## src/rtl/qdac_pkg.sv

```systemverilog
// Shared constants and types for the four-channel DAC host load interface.
// Assumes a 14-bit code split into an 8-bit low part and a 6-bit high part.
package qdac_pkg;
    localparam int DAC_W       = 14;
    localparam int NUM_CH      = 4;
    localparam int ADDR_W      = 3;
    localparam int LOW_W       = 8;
    localparam int SYNC_STAGES = 2;

    // Write format selected by the byte_fmt input.
    typedef enum logic {
        FMT_WORD  = 1'b0,
        FMT_BYTES = 1'b1
    } load_fmt_e;
endpackage

```

## src/rtl/qdac_bus_sync.sv

```systemverilog
// Brings the asynchronous host bus into the clock domain through STAGES
// flops and flags the rising edge of the synchronised write strobe.
// Assumes the host holds addr/data/format/cs steady for at least STAGES+1
// cycles after wr_n rises, so the bus and the strobe edge stay aligned.
module qdac_bus_sync #(
    parameter int DW     = 14,
    parameter int AW     = 3,
    parameter int STAGES = 2
) (
    input  logic          clk,
    input  logic          rst_n,
    input  logic          cs_n_i,
    input  logic          wr_n_i,
    input  logic          ldac_n_i,
    input  logic          fmt_i,
    input  logic          hi_sel_i,
    input  logic [AW-1:0] addr_i,
    input  logic [DW-1:0] data_i,
    output logic          cs_n_o,
    output logic          ldac_n_o,
    output logic          fmt_o,
    output logic          hi_sel_o,
    output logic [AW-1:0] addr_o,
    output logic [DW-1:0] data_o,
    output logic          wr_rise_o
);
    localparam int BW = 5 + AW + DW;
    localparam logic [BW-1:0] IDLE = {3'b111, {(BW-3){1'b0}}};

    logic [BW-1:0] pipe [STAGES];
    logic [BW-1:0] bus_in;
    logic          wr_now;
    logic          wr_last;

    assign bus_in = {cs_n_i, wr_n_i, ldac_n_i, fmt_i, hi_sel_i, addr_i, data_i};

    // First synchroniser stage samples the raw bus.
    always_ff @(posedge clk) begin
        if (!rst_n) pipe[0] <= IDLE;
        else        pipe[0] <= bus_in;
    end

    // Remaining stages shift the sample along.
    for (genvar s = 1; s < STAGES; s++) begin : g_stage
        always_ff @(posedge clk) begin
            if (!rst_n) pipe[s] <= IDLE;
            else        pipe[s] <= pipe[s-1];
        end
    end

    assign {cs_n_o, wr_now, ldac_n_o, fmt_o, hi_sel_o, addr_o, data_o} = pipe[STAGES-1];

    // Remembers the previous synchronised strobe level for edge detection.
    always_ff @(posedge clk) begin
        if (!rst_n) wr_last <= 1'b1;
        else        wr_last <= wr_now;
    end

    assign wr_rise_o = wr_now & ~wr_last;
endmodule

```

## src/rtl/qdac_wr_decode.sv

```systemverilog
// Turns a synchronised write edge into per-channel low/high field enables
// and steers the bus bits onto the two field data paths.
// Assumes inputs are already in the clock domain; addresses >= NCH are dropped.
module qdac_wr_decode
    import qdac_pkg::*;
#(
    parameter int DW    = 14,
    parameter int AW    = 3,
    parameter int NCH   = 4,
    parameter int LOW_W = 8
) (
    input  logic              wr_rise,
    input  logic              cs_n,
    input  logic              fmt,
    input  logic              hi_sel,
    input  logic [AW-1:0]     addr,
    input  logic [DW-1:0]     data,
    output logic              wr_fire,
    output logic [NCH-1:0]    lo_en,
    output logic [NCH-1:0]    hi_en,
    output logic [LOW_W-1:0]  lo_data,
    output logic [DW-LOW_W-1:0] hi_data
);
    localparam int HI_W = DW - LOW_W;

    load_fmt_e fmt_e;
    logic      take_lo;
    logic      take_hi;

    assign fmt_e   = load_fmt_e'(fmt);
    assign wr_fire = wr_rise & ~cs_n;

    // Chooses which field(s) a committed write touches.
    always_comb begin
        take_lo = 1'b1;
        take_hi = 1'b1;
        if (fmt_e == FMT_BYTES) begin
            take_lo = ~hi_sel;
            take_hi = hi_sel;
        end
    end

    // Word format takes the upper bits in place; byte format takes them right-justified.
    always_comb begin
        lo_data = data[LOW_W-1:0];
        if (fmt_e == FMT_WORD) hi_data = data[DW-1:LOW_W];
        else                   hi_data = data[HI_W-1:0];
    end

    for (genvar c = 0; c < NCH; c++) begin : g_dec
        logic hit;
        assign hit      = wr_fire && (addr == AW'(c));
        assign lo_en[c] = hit & take_lo;
        assign hi_en[c] = hit & take_hi;
    end
endmodule

```

## src/rtl/qdac_channel.sv

```systemverilog
// One double-buffered channel: an input register written in fields and a
// DAC latch loaded from it while the synchronised load control is low.
// Assumes clr_n is an asynchronous level; rst_n is synchronous.
module qdac_channel #(
    parameter int DW    = 14,
    parameter int LOW_W = 8
) (
    input  logic                clk,
    input  logic                rst_n,
    input  logic                clr_n,
    input  logic                lo_en,
    input  logic                hi_en,
    input  logic [LOW_W-1:0]    lo_data,
    input  logic [DW-LOW_W-1:0] hi_data,
    input  logic                load_en,
    output logic [DW-1:0]       in_q,
    output logic [DW-1:0]       lat_q
);
    localparam logic [DW-1:0] MID = DW'(1) << (DW - 1);

    logic [DW-1:0] in_next;

    // Merges the enabled fields of a write into the held value.
    always_comb begin
        in_next = in_q;
        if (lo_en) in_next[LOW_W-1:0] = lo_data;
        if (hi_en) in_next[DW-1:LOW_W] = hi_data;
    end

    // Holds the input register and the latch; clear wins asynchronously.
    always_ff @(posedge clk or negedge clr_n) begin
        if (!clr_n) begin
            in_q  <= MID;
            lat_q <= MID;
        end else if (!rst_n) begin
            in_q  <= MID;
            lat_q <= MID;
        end else begin
            in_q <= in_next;
            if (load_en) lat_q <= in_next;
        end
    end
endmodule

```

## src/rtl/quad_dac_load_if.sv

```systemverilog
// Top of the four-channel DAC host load interface: synchroniser, write
// decoder and NCH double-buffered channels. Outputs are the latch codes.
// Assumes the host bus timing described in qdac_bus_sync.
module quad_dac_load_if
    import qdac_pkg::*;
#(
    parameter int DW     = DAC_W,
    parameter int NCH    = NUM_CH,
    parameter int AW     = ADDR_W,
    parameter int LW     = LOW_W,
    parameter int STAGES = SYNC_STAGES
) (
    input  logic              clk,
    input  logic              rst_n,
    input  logic              clr_n,
    input  logic              cs_n,
    input  logic              wr_n,
    input  logic [AW-1:0]     addr,
    input  logic              byte_fmt,
    input  logic              byte_hi,
    input  logic [DW-1:0]     data,
    input  logic              ldac_n,
    output logic [NCH*DW-1:0] dac_out
);
    localparam int HW = DW - LW;

    logic              cs_s, ldac_s, fmt_s, hi_s, wr_rise, wr_fire;
    logic [AW-1:0]     addr_s;
    logic [DW-1:0]     data_s;
    logic [NCH-1:0]    lo_en, hi_en;
    logic [LW-1:0]     lo_data;
    logic [HW-1:0]     hi_data;
    logic [NCH*DW-1:0] in_regs;

    qdac_bus_sync #(.DW(DW), .AW(AW), .STAGES(STAGES)) u_sync (
        .clk      (clk),
        .rst_n    (rst_n),
        .cs_n_i   (cs_n),
        .wr_n_i   (wr_n),
        .ldac_n_i (ldac_n),
        .fmt_i    (byte_fmt),
        .hi_sel_i (byte_hi),
        .addr_i   (addr),
        .data_i   (data),
        .cs_n_o   (cs_s),
        .ldac_n_o (ldac_s),
        .fmt_o    (fmt_s),
        .hi_sel_o (hi_s),
        .addr_o   (addr_s),
        .data_o   (data_s),
        .wr_rise_o(wr_rise)
    );

    qdac_wr_decode #(.DW(DW), .AW(AW), .NCH(NCH), .LOW_W(LW)) u_dec (
        .wr_rise (wr_rise),
        .cs_n    (cs_s),
        .fmt     (fmt_s),
        .hi_sel  (hi_s),
        .addr    (addr_s),
        .data    (data_s),
        .wr_fire (wr_fire),
        .lo_en   (lo_en),
        .hi_en   (hi_en),
        .lo_data (lo_data),
        .hi_data (hi_data)
    );

    for (genvar c = 0; c < NCH; c++) begin : g_ch
        qdac_channel #(.DW(DW), .LOW_W(LW)) u_ch (
            .clk     (clk),
            .rst_n   (rst_n),
            .clr_n   (clr_n),
            .lo_en   (lo_en[c]),
            .hi_en   (hi_en[c]),
            .lo_data (lo_data),
            .hi_data (hi_data),
            .load_en (~ldac_s),
            .in_q    (in_regs[c*DW +: DW]),
            .lat_q   (dac_out[c*DW +: DW])
        );
    end
endmodule

```

## config.mk

```make
export PLATFORM = sky130hd
export DESIGN_NAME = quad_dac_load_if
export DESIGN_NICKNAME = d
export VERILOG_FILES = /design/src/rtl/qdac_pkg.sv /design/src/rtl/qdac_bus_sync.sv /design/src/rtl/qdac_wr_decode.sv /design/src/rtl/qdac_channel.sv /design/src/rtl/quad_dac_load_if.sv
export SDC_FILE = /design/constraint.sdc
export NUM_CORES = 1
export LEC_CHECK = 0
export CELL_PAD_IN_SITES_DETAIL_PLACEMENT = 2
export CELL_PAD_IN_SITES_GLOBAL_PLACEMENT = 2
export CORE_ASPECT_RATIO = 0.9
export CORE_MARGIN = 2
export CORE_UTILIZATION = 39
export DETAILED_ROUTE_END_ITERATION = 10
export PLACE_DENSITY_LB_ADDON = 0.12
export SKIP_CTS_REPAIR_TIMING = 1
export SLEW_MARGIN = 0
export SYNTH_ARGS = -nofsm -noshare
export SYNTH_HDL_FRONTEND = slang
export SYNTH_SLANG_ARGS = --single-unit
```

## constraint.sdc

```tcl
create_clock -name clk -period 4.5 [get_ports clk]
set_input_delay 0.45 -clock clk [delete_from_list [all_inputs] [get_ports clk]]
set_output_delay 0.45 -clock clk [all_outputs]
set_load 0.01 [all_outputs]
```

==> metrics.txt, run 1 <==
I/O Buffers 80; Simple-Gate Fraction of Synth Area 0.160; DR vias 4872; Global Route Usage Sum 0.223; multiplexer share of the synthesized area 0.0107; Syn Area/Cell 11.1 um2; Sequential Area 3710 um2; die height 125 um; CORE AREA 16000 um2; GR Overflow Total 0; Vias/cell 5.82; kind of critical path flop to flop; Arrival @ worst endpoint 2790 ps; Slew headroom 0.0475; sequential area share after synthesis 0.587; P_int 0.00225 W; most frequent cells after synthesis dfrtp_1, a31oi_1, dfxtp_1, o21ai_0, and2_1; Placed Cells 805; PwrDens 397 nW/um2; Antenna Cells 0; dpl hpwl 11600 um; Critical-path top delay cell a21boi_1; Routed WL 18600 um; Synth async-reset ratio 0.713; Slew Limit Fails 0; Post-Synth XOR/XNOR Area 0; io pins 81; post-synthesis net count 593; Ys Warns 0; FP Rows 44; CP Cell Sequence a21boi_1 > nand4_1 > a31oi_1; share of layout cells above drive strength 1 0.159; Synth Flop Type dfrtp_1; Peak supply drop 284 uV; top area cells in the synthesized netlist dfrtp_1, dfxtp_1, a31oi_1, o31ai_2, and2_1; maximum clock rate 410 MHz; clock power share 0.460; vias in the first global route 5319; final routed DRC violation total 0; Final ANT Viol Nets 0; Tcrit/Tclk final 0.542; Post-Syn Instances 568; CTS H-tree lvls 4; RePlAce Congestion 0.737; post-synth top area share 0.411; P&R area growth vs syn 22.3%; Post-synth EDFFs 0; Switch Pwr 0.000821 W; Hold Crit Class primary input to asynchronous set/reset pin; worst-margin pin slew 1430 ps; Period minus WS final 2440 ps; Die X 138 um; Worst-Skew Late Latency 440 ps; Initial Util 0.395; CP peak stage delay 1180 ps; power share of the sequential group 0.477; layout net count 642; most frequent cell after synthesis dfrtp_1; CP max FO 16; top cell type by total area after synthesis dfrtp_1; Leak Pwr 3.00 nW; Adder-Cell Fraction of Synth Area 0; Clock Tree Root clkbuf_16; drt pass-1 iters 4; WL/cell 22.2 um; switch share 0.267; TritonCTS Buffers 17; startpoint types flop; initial antenna violation count 0; Fillers 1552; Gate power share 0.063; Setup TNS 0 ps; status finished clean; largest net degree at the start of global routing 74; Clock Pin Slew Worst Setup and Hold Paths 70 ps; skew final 10.1 ps; global-route wire length before repair 30100 um; initial DRC count 226; Max Cap Viol 0; DIE AREA 17300 um2; mapped cell area 6330 um2; clk buf depth 2; RSZ-0062 raised after global routing no; flops & latches, synth 157; non-filler cells, final 837; critical path endpoint category flop; final hold violations 0; final count of negative-setup-slack endpoints 0; number of library cell types mapped by synthesis 36; CTS tree built; Compound-Gate Fraction of Synth Area 0.198; multi-input logic area 2340 um2; largest family of logic cells by synthesized area compound AO/OA/AOI/OAI gates; clk sinks 157; Critical Path RT 4850 ps
## metrics by stage
step	hold WS [ps]	setup slack (ps)	total power [W]	cell area, um2	utilization
2_1_floorplan	154	2870	0.00158	6330	-
6_report	142	2060	0.00307	7740	0.483
3_3_place_gp	399	1890	0.00168	7170	0.448
3_5_place_dp	402	1760	0.00169	7170	0.448
4_1_cts	185	2080	0.00310	7740	0.483
5_1_grt	209	1930	0.00318	7740	0.483
## layout make-up
| cell class | instances | share of cell area |
|---|---|---|
| flip-flops and latches | 157 | 0.480 |
| multi-input cells | 351 | 0.303 |
| repair buffers | 87 | 0.109 |
| clock buffers | 17 | 0.0550 |
| well taps | 207 | 0.0335 |
| clock inverters | 15 | 0.0183 |
| inverters | 3 | 0.00145 |
## power groups by stage
stage / combinational [W] / clock (W) / sequential [W]
2_1_floorplan: 0.0000887 / 0 / 0.00149
3_3_place_gp: 0.000190 / 0 / 0.00149
3_5_place_dp: 0.000196 / 0 / 0.00149
4_1_cts: 0.000197 / 0.00144 / 0.00147
5_1_grt: 0.000211 / 0.00150 / 0.00147
6_report: 0.000193 / 0.00141 / 0.00147
## per-layer routing
| layer | GRT usage | vias to the layer above | share of wire |
|---|---|---|---|
| met2 | 0.370 | 99 | 0.50 |
| met3 | 0.0446 | 17 | 0.034 |
| met4 | 0.0648 | 0 | 0.011 |
| met5 | 0 | - | 0 |
| met1 | 0.298 | 2543 | 0.46 |
| li1 | - | 2213 | - |
## sequential cells by signal, summed over array words and instances (netlist names)
register,flops
g_ch.u_ch.lat_q,56
g_ch.u_ch.in_q,56
u_sync.wr_last,1
u_sync.pipe,44
## worst paths after layout
check	startpoint	end	slack [ps]	cells past startpoint
max in group asynchronous	clr_n	g_ch[0].u_ch.lat_q[13]	3230	2
min	clr_n	g_ch[3].u_ch.in_q[11]	140	1
min reg2reg	u_sync.pipe[0][19]	u_sync.pipe[1][19]	420	1
max reg2reg	u_sync.pipe[1][15]	g_ch[3].u_ch.lat_q[0]	2060	3
min in group clk	u_sync.pipe[0][19]	u_sync.pipe[1][19]	420	1
max	u_sync.pipe[1][15]	g_ch[3].u_ch.lat_q[0]	2060	3
## kinds of logic after synthesis
| group | after synthesis |
|---|---|
| buffers and inverters | 60 |
| DFF | 157 |
| muxes | 6 |
| and+or+nand+nor | 159 |
| AOI/OAI and AO/OA | 186 |
## layout by cell type (no fill, tap or decap), types with 2 or more instances in the layout
cell type	n
inv_8	5
nand4_1	24
o311ai_0	4
o21ai_0	43
o31ai_2	22
a31oi_1	56
nor4_2	18
buf_4	8
clkbuf_16	17
o31ai_1	22
nor4_1	6
nand2_1	26
mux2_2	6
a21oi_1	33
dfstp_2	8
dfxtp_1	45
nor2b_1	2
nor3_1	20
inv_6	8
nand2b_1	10
and2_1	40
nand3_1	8
clkdlybuf4s50_1	78
dfrtp_1	104
inv_1	2
clkinvlp_4	2
## critical path, delay by kind of cell (launching register included)
kind / cells / cell delay (ps)
AOI/OAI and AO/OA: 2 / 1430
DFF: 1 / 630
and+or+nand+nor: 1 / 280
Power figures use the tool's default switching activity.
==> run 2: changes to the inputs <==
Settings changed: CORE_UTILIZATION 39 to 33.
Clock period 4.5 ns to 2.03 ns, I/O delays scaled along.
==> run 2 against run 1 <==
Clock-buffer cell count is the same. Core utilization is 6.2 points lower. Global-route usage is 2.4 points lower. Cell count up 6.9%. Sequential cell count did not move. Non-clock buffer count is 15 higher. Clock skew up 2.8 ps. Combinational power rose by 140%. Final area grew 3.3%. Critical path type unchanged. Critical endpoint is now g_ch[1].u_ch.in_q[13]. Largest cell class unchanged.
==> metrics.txt, run 2 (synthesis gave the netlist of run 1 again) <==
status finished clean (unchanged); most common cell after layout, fill and taps aside dfrtp_1 (unchanged); final routed DRC violation total 0 (unchanged); worst-margin pin slew 533 ps (was 1430 ps); final core utilization 0.421 (was 0.483); GR Overflow Total 0 (unchanged); dpl hpwl 12000 um (was 11600 um); Max Cap Viol 0 (unchanged); Slew Limit Fails 0 (unchanged); commonest non-fill, non-tap cells in the layout dfrtp_1, clkdlybuf4s50_1, a31oi_1 (unchanged); Clock Pin Slew Worst Setup and Hold Paths 70 ps (about the same); Fillers 1970 (was 1552); startpoint types flop (unchanged); maximum clock rate 527 MHz (was 410 MHz); Final ANT Viol Nets 0 (unchanged); FP Rows 48 (was 44); Arrival @ worst endpoint 2230 ps (was 2790 ps); global-route wire length before repair 30900 um (was 30100 um); M1 wire length 8760 um (was 8510 um); Worst-Skew Late Latency 430 ps (was 440 ps); layout net count 657 (was 642); met2 wire length 9420 um (was 9270 um); clk buf depth 2 (unchanged); Design Area, Final 7990 um2 (was 7740 um2); RePlAce Congestion 0.717 (was 0.737); initial DRC count 258 (was 226); Routed WL 19100 um (was 18600 um); biggest regs g_ch.u_ch.in_q: 56 flops, g_ch.u_ch.lat_q: 56 flops, u_sync.pipe: 44 flops (unchanged); P_int 0.00511 W (was 0.00225 W); Setup TNS 0 ps (unchanged); Initial Util 0.334 (was 0.395); initial antenna violation count 0 (unchanged); worst setup margin 134 ps (was 2060 ps); Antenna Cells 0 (unchanged); CORE AREA 19000 um2 (was 16000 um2); Slew headroom 0.645 (was 0.0475); kind of critical path flop to flop (unchanged); DIE AREA 20300 um2 (was 17300 um2); final count of negative-setup-slack endpoints 0 (unchanged); clk sinks 157 (unchanged); final hold violations 0 (unchanged); Gate power share 0.067 (was 0.063); DR vias 4868 (was 4872); I/O Buffers 80 (unchanged); Switch Pwr 0.00174 W (was 0.000821 W); io pins 81 (unchanged); Tcrit/Tclk final 0.934 (was 0.542); TritonCTS Buffers 17 (unchanged); CTS tree built (unchanged); CP max FO 56 (was 16); vias in the first global route 5429 (was 5319); RSZ-0062 raised after global routing no (unchanged); die height 135 um (was 125 um); switch share 0.254 (was 0.267); drt pass-1 iters 4 (unchanged); CTS H-tree lvls 4 (unchanged); power share of the sequential group 0.475 (was 0.477); Peak supply drop 576 uV (was 284 uV); met3 wire length 660 um (was 628 um); Global Route Usage Sum 0.199 (was 0.223); P&R area growth vs syn 26.2% (was 22.3%); largest net degree at the start of global routing 65 (was 74); critical path endpoint category flop (unchanged); Vias/cell 5.44 (was 5.82); Period minus WS final 1900 ps (was 2440 ps); Placement Setup Slack 166 ps (was 1760 ps); highest routed layer met4 (unchanged); WL/cell 21.3 um (was 22.2 um); Die X 150 um (was 138 um); PwrDens 857 nW/um2 (was 397 nW/um2); share of layout cells above drive strength 1 0.177 (was 0.159); skew final 12.9 ps (was 10.1 ps); Clock Tree Root clkbuf_16 (unchanged); Hold Crit Class primary input to flop (was primary input to asynchronous set/reset pin); area post-placement 7410 um2 (was 7170 um2); Leak Pwr 3.10 nW (was 3.00 nW); Critical Path RT 2360 ps (was 4850 ps); clock power share 0.458 (was 0.460)
[run 2: power by group through the flow]
stage / registers, W / logic, W / clock network (W)
4_1_cts: 0.00326 / 0.000469 / 0.00320
6_report: 0.00325 / 0.000461 / 0.00313
3_3_place_gp: 0.00331 / 0.000461 / 0
3_5_place_dp: 0.00332 / 0.000468 / 0
5_1_grt: 0.00326 / 0.000507 / 0.00335
2_1_floorplan: 0.00330 / 0.000197 / 0
[run 2: per-layer routing]
layer | vias up | track usage
li1 | 2241 | -
met1 | 2512 | 0.268
met2 | 99 | 0.332
met3 | 16 | 0.0354
met4 | 0 | 0.0535
met5 | - | 0
[run 2: worst max-delay path, stage by stage (launching register included)]
cell	delay (ps)
dfxtp_1	320
or4b_4	550
buf_12	240
nor4_1	490
o21ai_0	180
[run 2: worst paths after layout]
path	from	endpoint	slack [ps]	depth (start not counted)
worst max-delay path	u_sync.pipe[1][16]	g_ch[1].u_ch.in_q[13]	130	4
worst min-delay path	rst_n	g_ch[0].u_ch.in_q[13]	100	2
worst max register to register	u_sync.pipe[1][16]	g_ch[1].u_ch.in_q[13]	130	4
worst min register to register	u_sync.pipe[0][19]	u_sync.pipe[1][19]	420	1
max in group asynchronous	clr_n	g_ch[3].u_ch.lat_q[13]	1040	3
min in group asynchronous	clr_n	g_ch[3].u_ch.in_q[11]	300	2
[run 2: metrics by stage]
| stage | total power, W | instances | hold WS (ps) |
|---|---|---|---|
| finish | 0.00685 | 895 | 105 |
| CTS | 0.00692 | 894 | -248 |
| detailed placement | 0.00378 | 862 | 206 |
| global placement | 0.00377 | 862 | 200 |
| global route | 0.00712 | 895 | 126 |
| floorplan | 0.00350 | 568 | -92.6 |
[run 2: layout make-up]
class / count / area, um2 / area share
Clock buffer: 17 / 425 / 0.0532
Clock inverter: 15 / 150 / 0.0188
Timing Repair Buffer: 102 / 1040 / 0.130
Multi-Input combinational cell: 351 / 2340 / 0.293
Sequential cell: 157 / 3710 / 0.465
Inverter: 3 / 11.3 / 0.00141
Tap cell: 250 / 313 / 0.0391
==> run 3: changes to the inputs <==
Settings changed: CORE_MARGIN 2 to not set.
==> run 3 against run 2 <==
Power decreased by 2.4%. Non-clock buffer count is 1 lower. Die area down 2.8%. Maximum frequency decreased by 2.2%. Setup slack got worse by 42 ps. Core utilization grew 0.75 points. Critical endpoint is now g_ch[3].u_ch.lat_q[13].
==> metrics.txt, run 3 (synthesis gave the netlist of run 1 again) <==
Arrival @ worst endpoint 2220 ps (was 2230 ps); RSZ-0062 raised after global routing no (unchanged); RePlAce Congestion 0.715 (was 0.717); biggest regs g_ch.u_ch.in_q: 56 flops, g_ch.u_ch.lat_q: 56 flops, u_sync.pipe: 44 flops (unchanged); PwrDens 839 nW/um2 (was 857 nW/um2); Period minus WS final 1940 ps (was 1900 ps); CTS H-tree lvls 4 (unchanged); Max Cap Viol 0 (unchanged); maximum clock rate 516 MHz (was 527 MHz); power share of the sequential group 0.487 (was 0.475); vias in the first global route 5499 (was 5429); Clock Tree Root clkbuf_16 (unchanged); Peak supply drop 557 uV (was 576 uV); Gate power share 0.070 (was 0.067); status finished clean (unchanged); Global Route Usage Sum 0.210 (was 0.199); Initial Util 0.341 (was 0.334); switch share 0.245 (was 0.254); Setup TNS 0 ps (unchanged); final count of negative-setup-slack endpoints 0 (unchanged); GR Overflow Total 0 (unchanged); dpl hpwl 12400 um (was 12000 um); io pins 81 (unchanged); Leak Pwr 3.09 nW (was 3.10 nW); commonest non-fill, non-tap cells in the layout dfrtp_1, clkdlybuf4s50_1, a31oi_1 (unchanged); Worst-Skew Late Latency 420 ps (was 430 ps); Placement Setup Slack 122 ps (was 166 ps); layout net count 656 (was 657); DR vias 4934 (was 4868); clk sinks 157 (unchanged); I/O Buffers 80 (unchanged); Die X 148 um (was 150 um); CTS tree built (unchanged); Tcrit/Tclk final 0.955 (was 0.934); clk buf depth 2 (unchanged); CORE AREA 18600 um2 (was 19000 um2); FP Rows 47 (was 48); critical path endpoint category flop (unchanged); Placed Cells 856 (was 862); CP max FO 56 (unchanged); Design Area, Final 7970 um2 (was 7990 um2); Switch Pwr 0.00164 W (was 0.00174 W); final hold violations 0 (unchanged); TritonCTS Buffers 17 (unchanged); Antenna Cells 0 (unchanged); global-route wire length before repair 31600 um (was 30900 um); Final ANT Viol Nets 0 (unchanged); worst-margin pin slew 760 ps (was 533 ps); Slew Limit Fails 0 (unchanged); non-filler cells, final 889 (was 895); WL/cell 22.1 um (was 21.3 um); most common cell after layout, fill and taps aside dfrtp_1 (unchanged); Slew headroom 0.490 (was 0.645); largest net degree at the start of global routing 88 (was 65); drt pass-1 iters 5 (was 4); P&R area growth vs syn 25.8% (was 26.2%); DIE AREA 19700 um2 (was 20300 um2); skew final 6.21 ps (was 12.9 ps); Routed WL 19700 um (was 19100 um); kind of critical path flop to flop (unchanged); P_int 0.00505 W (was 0.00511 W); die height 133 um (was 135 um); Clock Pin Slew Worst Setup and Hold Paths 60 ps (was 70 ps); initial antenna violation count 0 (unchanged); startpoint types flop (unchanged); Vias/cell 5.55 (was 5.44); Hold WS 285 ps (was 105 ps); Fillers 1909 (was 1970); final routed DRC violation total 0 (unchanged); clock power share 0.442 (was 0.458); reg2reg setup slack 90 ps (was 130 ps); share of layout cells above drive strength 1 0.171 (was 0.177); Hold Crit Class primary input to asynchronous set/reset pin (was primary input to flop); initial DRC count 248 (was 258); worst setup margin 92.0 ps (was 134 ps); area post-placement 7420 um2 (was 7410 um2); Critical Path RT 2310 ps (was 2360 ps)
## run 3: changes by cell type in the layout (fill, tap and decap cells not counted), sizes merged
cell / previous run / this run
clkbuf: 17 / 22
bufinv: 1 / 0
clkinv: 6 / 8
inv: 11 / 5
buf: 23 / 22
## run 3: power by group through the flow
stage	combinational (W)	sequential (W)	clock [W]
floorplan	0.000197	0.00330	0
global route	0.000511	0.00327	0.00314
finish	0.000470	0.00326	0.00296
detailed placement	0.000473	0.00332	0
global placement	0.000461	0.00331	0
CTS	0.000477	0.00326	0.00303
## run 3: area by class of cell
type	count	area, um2	share of cell area
repair buffers	101	1050	0.132
clock buffers	22	475	0.0597
flip-flops and latches	157	3710	0.466
well taps	245	307	0.0385
clock inverters	10	61.3	0.00770
inverters	3	11.3	0.00141
multi-input cells	351	2340	0.294
## run 3: final timing paths
kind,startpoint,cells past startpoint,endpoint
setup / recovery,u_sync.pipe[1][16],4,g_ch[3].u_ch.lat_q[13]
hold / removal,clr_n,2,g_ch[2].u_ch.lat_q[10]
setup reg to reg,u_sync.pipe[1][16],4,g_ch[3].u_ch.lat_q[13]
hold reg to reg,u_sync.pipe[0][19],1,u_sync.pipe[1][19]
max in group asynchronous,clr_n,3,g_ch[0].u_ch.in_q[7]
min in group clk,wr_n,2,u_sync.pipe[0][20]
## run 3: through the flow
stage | utilization | total power, W
after floorplan | - | 0.00350
after global placement | 0.399 | 0.00377
after detailed placement | 0.399 | 0.00379
after CTS | 0.428 | 0.00677
after global routing | 0.429 | 0.00692
final | 0.429 | 0.00668
## run 3: worst max-delay path: stages (launching register included)
cell      delay (ps)
dfxtp_1          320
or4b_4           550
buf_12           240
nor4_1           490
o311ai_0         200
## run 3: layer usage
layer,track usage,vias up,share of wire
li1,-,2240,-
met5,0,-,0
met2,0.344,95,0.49
met1,0.285,2594,0.47
met3,0.0445,5,0.031
met4,0.0407,0,0.0046
